--- config.mk ---
export PLATFORM = sky130hd
export DESIGN_NAME = asr_rx
export DESIGN_NICKNAME = d
export VERILOG_FILES = /design/src/rtl/asr_pkg.sv /design/src/rtl/asr_framer.sv /design/src/rtl/asr_shifter.sv /design/src/rtl/asr_rx.sv
export SDC_FILE = /design/constraint.sdc
export NUM_CORES = 1
export LEC_CHECK = 0
export CORE_MARGIN = 1
export CORE_UTILIZATION = 68
export DETAILED_ROUTE_END_ITERATION = 16
export DONT_BUFFER_PORTS = 1
export HOLD_SLACK_MARGIN = 0.08
export PLACE_DENSITY = 0.89
export REMOVE_ABC_BUFFERS = 1
export SKIP_CTS_REPAIR_TIMING = 1
export SKIP_LAST_GASP = 1
export SYNTH_ARGS = -nofsm -noshare
export SYNTH_HDL_FRONTEND = slang
export SYNTH_SLANG_ARGS = --single-unit
--- constraint.sdc ---
create_clock -name bclk -period 4.8 [get_ports bclk]
set_input_delay 0.48 -clock bclk [delete_from_list [all_inputs] [get_ports bclk]]
set_output_delay 0.48 -clock bclk [all_outputs]
set_load 0.01 [all_outputs]
--- src/rtl/asr_pkg.sv ---
package asr_pkg;

    typedef enum logic [2:0] {
        FMT_LJ        = 3'd0,
        FMT_RJ        = 3'd1,
        FMT_I2S       = 3'd2,
        FMT_DSP_EARLY = 3'd3,
        FMT_DSP_LATE  = 3'd4
    } asr_fmt_e;

    function automatic logic asr_is_dsp(input logic [2:0] f);
        return (f == 3'd3) || (f == 3'd4);
    endfunction

    function automatic logic [5:0] asr_word_bits(input logic [1:0] code);
        case (code)
            2'd0:    return 6'd16;
            2'd1:    return 6'd20;
            2'd2:    return 6'd24;
            default: return 6'd32;
        endcase
    endfunction

endpackage

--- src/rtl/asr_framer.sv ---
module asr_framer
    import asr_pkg::*;
#(
    parameter int MAX_W  = 32,
    parameter int MAX_CH = 8
) (
    input  logic       clk,
    input  logic       rst_n,
    input  logic [2:0] fmt,
    input  logic [1:0] wlen,
    input  logic       lrclk,
    output logic       bnd,
    output logic       bnd_q,
    output logic       lrc_q,
    output logic       synced,
    output logic       frame_err
);
    localparam int CNT_W = $clog2(MAX_CH * MAX_W + 1);
    localparam logic [CNT_W-1:0] CNT_MAX = '1;

    typedef struct packed {
        logic             lrc;
        logic             armed;
        logic             synced;
        logic             bnd;
        logic             err;
        logic [CNT_W-1:0] per;
    } frm_t;

    frm_t             s_d, s_q;
    logic             dsp;
    logic             hit;
    logic [CNT_W-1:0] min_len;

    always_comb begin
        dsp     = asr_is_dsp(fmt);
        min_len = dsp ? CNT_W'(MAX_CH) * CNT_W'(asr_word_bits(wlen))
                      : CNT_W'(asr_word_bits(wlen));
        hit     = s_q.armed & (dsp ? (lrclk & ~s_q.lrc) : (lrclk ^ s_q.lrc));

        s_d        = s_q;
        s_d.lrc    = lrclk;
        s_d.armed  = 1'b1;
        s_d.bnd    = hit;
        s_d.synced = s_q.synced | hit;
        if (hit) begin
            s_d.per = CNT_W'(1);
        end else if (s_q.per != CNT_MAX) begin
            s_d.per = s_q.per + CNT_W'(1);
        end
        s_d.err = hit & s_q.synced & (s_q.per < min_len);
    end

    always_ff @(posedge clk or negedge rst_n) begin
        if (!rst_n) s_q <= '0;
        else        s_q <= s_d;
    end

    assign bnd       = hit;
    assign bnd_q     = s_q.bnd;
    assign lrc_q     = s_q.lrc;
    assign synced    = s_q.synced;
    assign frame_err = s_q.err;
endmodule

--- src/rtl/asr_shifter.sv ---
module asr_shifter
    import asr_pkg::*;
#(
    parameter int MAX_W  = 32,
    parameter int MAX_CH = 8
) (
    input  logic                      clk,
    input  logic                      rst_n,
    input  logic [2:0]                fmt,
    input  logic [1:0]                wlen,
    input  logic                      lrclk,
    input  logic                      sdata,
    input  logic                      bnd,
    input  logic                      bnd_q,
    input  logic                      lrc_q,
    input  logic                      synced,
    output logic                      valid,
    output logic [MAX_W-1:0]          data,
    output logic [$clog2(MAX_CH)-1:0] chan
);
    localparam int CH_W = $clog2(MAX_CH);
    localparam int BC_W = $clog2(MAX_W + 1);

    typedef struct packed {
        logic [MAX_W-1:0] sr;
        logic             active;
        logic [BC_W-1:0]  bcnt;
        logic [CH_W-1:0]  chan;
        logic             vld;
        logic [MAX_W-1:0] data;
        logic [CH_W-1:0]  ochan;
    } shf_t;

    shf_t             s_d, s_q;
    asr_fmt_e         fmt_e;
    logic             dsp;
    logic             start;
    logic [BC_W-1:0]  wb;
    logic [MAX_W-1:0] mask;
    logic [MAX_W-1:0] shifted;

    always_comb begin
        fmt_e   = asr_fmt_e'(fmt);
        dsp     = asr_is_dsp(fmt);
        wb      = BC_W'(asr_word_bits(wlen));
        mask    = ~({MAX_W{1'b1}} << wb);
        shifted = {s_q.sr[MAX_W-2:0], sdata};
        case (fmt_e)
            FMT_I2S, FMT_DSP_LATE: start = bnd_q;
            FMT_RJ:                start = 1'b0;
            default:               start = bnd;
        endcase

        s_d     = s_q;
        s_d.sr  = shifted;
        s_d.vld = 1'b0;
        if (fmt_e == FMT_RJ) begin
            s_d.active = 1'b0;
            if (bnd && synced) begin
                s_d.vld   = 1'b1;
                s_d.data  = s_q.sr & mask;
                s_d.ochan = lrc_q ? '0 : CH_W'(1);
            end
        end else if (start) begin
            s_d.active = 1'b1;
            s_d.bcnt   = BC_W'(1);
            s_d.chan   = (dsp || lrclk) ? '0 : CH_W'(1);
        end else if (s_q.active) begin
            s_d.bcnt = s_q.bcnt + BC_W'(1);
            if (s_q.bcnt == wb - BC_W'(1)) begin
                s_d.vld   = 1'b1;
                s_d.data  = shifted & mask;
                s_d.ochan = s_q.chan;
                if (dsp && s_q.chan != CH_W'(MAX_CH - 1)) begin
                    s_d.bcnt = '0;
                    s_d.chan = s_q.chan + CH_W'(1);
                end else begin
                    s_d.active = 1'b0;
                end
            end
        end
    end

    always_ff @(posedge clk or negedge rst_n) begin
        if (!rst_n) s_q <= '0;
        else        s_q <= s_d;
    end

    assign valid = s_q.vld;
    assign data  = s_q.data;
    assign chan  = s_q.ochan;
endmodule

--- src/rtl/asr_rx.sv ---
module asr_rx #(
    parameter int MAX_W  = 32,
    parameter int MAX_CH = 8
) (
    input  logic                      bclk,
    input  logic                      rst_n,
    input  logic [2:0]                fmt,
    input  logic [1:0]                wlen,
    input  logic                      lrclk,
    input  logic                      sdata,
    output logic                      sample_valid,
    output logic [MAX_W-1:0]          sample_data,
    output logic [$clog2(MAX_CH)-1:0] sample_chan,
    output logic                      frame_err
);
    logic bnd, bnd_q, lrc_q, synced;

    asr_framer #(.MAX_W(MAX_W), .MAX_CH(MAX_CH)) u_framer (
        .clk       (bclk),
        .rst_n     (rst_n),
        .fmt       (fmt),
        .wlen      (wlen),
        .lrclk     (lrclk),
        .bnd       (bnd),
        .bnd_q     (bnd_q),
        .lrc_q     (lrc_q),
        .synced    (synced),
        .frame_err (frame_err)
    );

    asr_shifter #(.MAX_W(MAX_W), .MAX_CH(MAX_CH)) u_shifter (
        .clk    (bclk),
        .rst_n  (rst_n),
        .fmt    (fmt),
        .wlen   (wlen),
        .lrclk  (lrclk),
        .sdata  (sdata),
        .bnd    (bnd),
        .bnd_q  (bnd_q),
        .lrc_q  (lrc_q),
        .synced (synced),
        .valid  (sample_valid),
        .data   (sample_data),
        .chan   (sample_chan)
    );
endmodule

==> impl_metrics.py <==
metrics = {
    "place": {
        "port_buffers": 0,
        "pre_cts_ws_ns": 2.10,
        "gp_congestion": 0.804,
        "hpwl_um": 5580,
    },
    "hold_path": {
        "hold_path_class": "in -> reg",
    },
    "clock_network": {
        "cts_buffers": 9,
        "path_clk_slew_ns": 0.09,
        "clock_latency_ns": 0.35,
        "cts_tree": "yes",
        "cts.sinks": 92,
        "clk_path_buf_depth": 2,
        "cts_root_buffer": "clkbuf_8",
        "cts_max_level": 3,
    },
    "synthesis": {
        "synth_area_um2": 4460,
        "synth-seq-cells": 92,
        "postSynthCellCount": 401,
        "synth-main-ff-cell": "dfrtp_1",
        "syn_area_per_cell_um2": 11.1,
        "ys_seq_area_share_pct": 51.6,
        "ys_warn_count": 0,
        "synth_cell_types": 53,
        "async_reset_ff_share_pct": 100,
        "synth_edf_count": 0,
    },
    "layout": {
        "num-nets-final": 382,
        "drive_above_1_share_pct": 8.03,
        "flow.area_growth_from_synthesis_pct": -1.23,
        "mostFrequentLayoutCells": "dfrtp_1, a221o_1, nor2_1",
        "layout_commonest_cell": "dfrtp_1",
        "diodes": 0,
    },
    "power_and_ir_drop": {
        "ir_drop_mv": 0.296,
        "powerDensity_nw_per_um2": 427,
        "leakagePower_nw": 2.03,
        "total_power_w": 0.00188,
    },
    "setup_path": {
        "required_ns": 5.08,
        "crit_chain": "inv_1 -> ha_1 -> o21ai_0 -> o21ai_0 -> buf_4 -> a31oi_4 -> a221o_1",
        "cp_num_buf_inv": 2,
        "cp_top_family": "compound AO/OA/AOI/OAI gates",
        "crit_fanout": 34,
        "reg2reg_slack_ns": 2.26,
        "crit_path_start_kind": "flop",
        "crit_slowest_cell": "a31oi_4",
        "worstPathArrival_ns": 2.82,
        "critPathKind": "reg -> reg",
        "cpPeakStageDelay_ns": 0.79,
        "cpMostUsedCell": "o21ai_0",
        "end_kind": "flop",
    },
    "grt": {
        "antenna_found_initial": 0,
        "grtUsageTotal_pct": 27.2,
        "first_global_vias": 2974,
        "overflow": 0,
        "grt_max_degree": 93,
        "grt_pass1_wl_um": 14600,
    },
    "drt": {
        "drcViolationCount": 0,
        "dr.first_iter.drc_count": 244,
        "vias_per_cell": 6.62,
        "routed_wl_um": 8720,
        "wl_per_cell_um": 19.9,
        "ant_nets": 0,
        "drt_pass1_iterations": 5,
        "vias": 2900,
    },
    "floorplan": {
        "rows": 29,
        "start_util_pct": 70.2,
        "die_y_um": 83.0,
        "die-area_um2": 6890,
        "pin_count": 46,
        "coreArea_um2": 6350,
        "dieWidth_um": 83.0,
    },
    "sta": {
        "post-route-min-period_ns": 2.54,
        "finalHoldViolations": 0,
        "slew_headroom_pct": 33.0,
        "setup_slack_ns": 2.26,
        "slew_violations": 0,
        "setup_viol": 0,
        "grt_setup_unrepaired": "no",
        "fmax_ghz": 0.394,
        "fin_crit_sh_pct": 52.9,
        "worst_pin_slew_ns": 1.01,
        "setup_tns_ns": 0,
        "fin_skew_ns": 0.00638,
    },
    "job": {
        "maxCapViolCount": 0,
    },
    "status": {
        "status": "finished, final reports clean",
    },
}
[cells in the mapped netlist, types with 4 or more instances]
master / instances / share of area, %
and2_1: 21 / 2.9
o21ai_0: 6 / 0.67
nand2_1: 18 / 1.5
buf_2: 4 / 0.45
nor2_1: 26 / 2.2
nor2b_1: 4 / 0.56
nor4_1: 4 / 0.56
a221o_1: 27 / 6.1
dfrtp_1: 92 / 52
nand4_1: 5 / 0.70
o2bb2ai_1: 4 / 0.79
buf_4: 38 / 6.4
and3_1: 10 / 1.4
nor3_1: 7 / 0.79
buf_6: 5 / 1.3
inv_1: 7 / 0.59
nand3_1: 21 / 2.4
clkbuf_1: 14 / 1.2
a21oi_1: 4 / 0.45
xnor2_1: 8 / 1.6
ha_1: 17 / 4.8
xor2_1: 7 / 1.4
[state kept, by name, summed over array words and instances (netlist names)]
register and flops:
u_framer.bnd_q 1, u_shifter.s_q 11, u_framer.lrc_q 1, u_shifter.chan 3
u_shifter.s_d 31, u_shifter.valid 1, u_framer.frame_err 1, u_framer.s_q 10
u_framer.synced 1, u_shifter.data 32
[cell type report]
cell class,count,area (um^2)
inverter,7,26.3
timing repair buffer,6,67.6
tap,77,96.3
fill,474,1950
sequential,92,2300
clock inverter,4,48.8
multi-input combinational,240,1720
clock buffer,12,145
[kinds of logic (layout without fill, tap and decap cells)]
logic type / Yosys count / after routing / synth area share [%]
multiplexers: 3 / 3 / 0.673
other: 1 / 1 / 0.0841
buffers and inverters: 69 / 29 / 9.96
XOR/XNOR: 15 / 15 / 2.95
AND/OR/NAND/NOR: 138 / 138 / 16.9
flip-flops: 92 / 92 / 51.6
adder cells (fa/ha/maj): 17 / 17 / 4.77
AO/OA/AOI/OAI: 66 / 66 / 13.0
[metrics by stage]
stage / cells / utilization [%] / area, um^2 / hold slack [ns]
3_3_place_gp: 420 / 65.7 / 4170 / 0.187
2_1_floorplan: 339 / - / 4040 / 0.184
6_report: 438 / 69.4 / 4400 / 0.150
4_1_cts: 436 / 68.8 / 4370 / -0.206
5_1_grt: 438 / 69.4 / 4400 / 0.116
3_5_place_dp: 420 / 65.7 / 4170 / 0.186
[per-layer routing]
metal / GRT usage, % / vias to the layer above / part of all wire (%)
met5: 0 / - / 0
met4: 11.0 / 0 / 2.1
met3: 8.55 / 14 / 6.7
met2: 43.1 / 107 / 50
met1: 35.2 / 1468 / 41
li1: - / 1311 / -
[power breakdown]
group	switching [W]	total, W	internal, W
combinational	0.000151	0.000300	0.000149
clock	0.000256	0.000511	0.000255
sequential	0.000162	0.00107	0.000905
[worst paths after layout]
check,from,to,cells past startpoint
setup / recovery,u_framer.lrc_q$_DFF_PN0_,u_shifter.data[27]$_DFFE_PN0P_,7
hold / removal,lrclk,u_framer.lrc_q$_DFF_PN0_,0
setup reg to reg,u_framer.lrc_q$_DFF_PN0_,u_shifter.data[27]$_DFFE_PN0P_,7
hold reg to reg,u_shifter.s_d[75]$_DFF_PN0_,u_shifter.s_d[76]$_DFF_PN0_,0
max in group asynchronous,rst_n,u_shifter.data[15]$_DFFE_PN0P_,2
min in group asynchronous,rst_n,u_framer.s_q[5]$_DFFE_PN0P_,2
(Power assumes the default switching activity.)
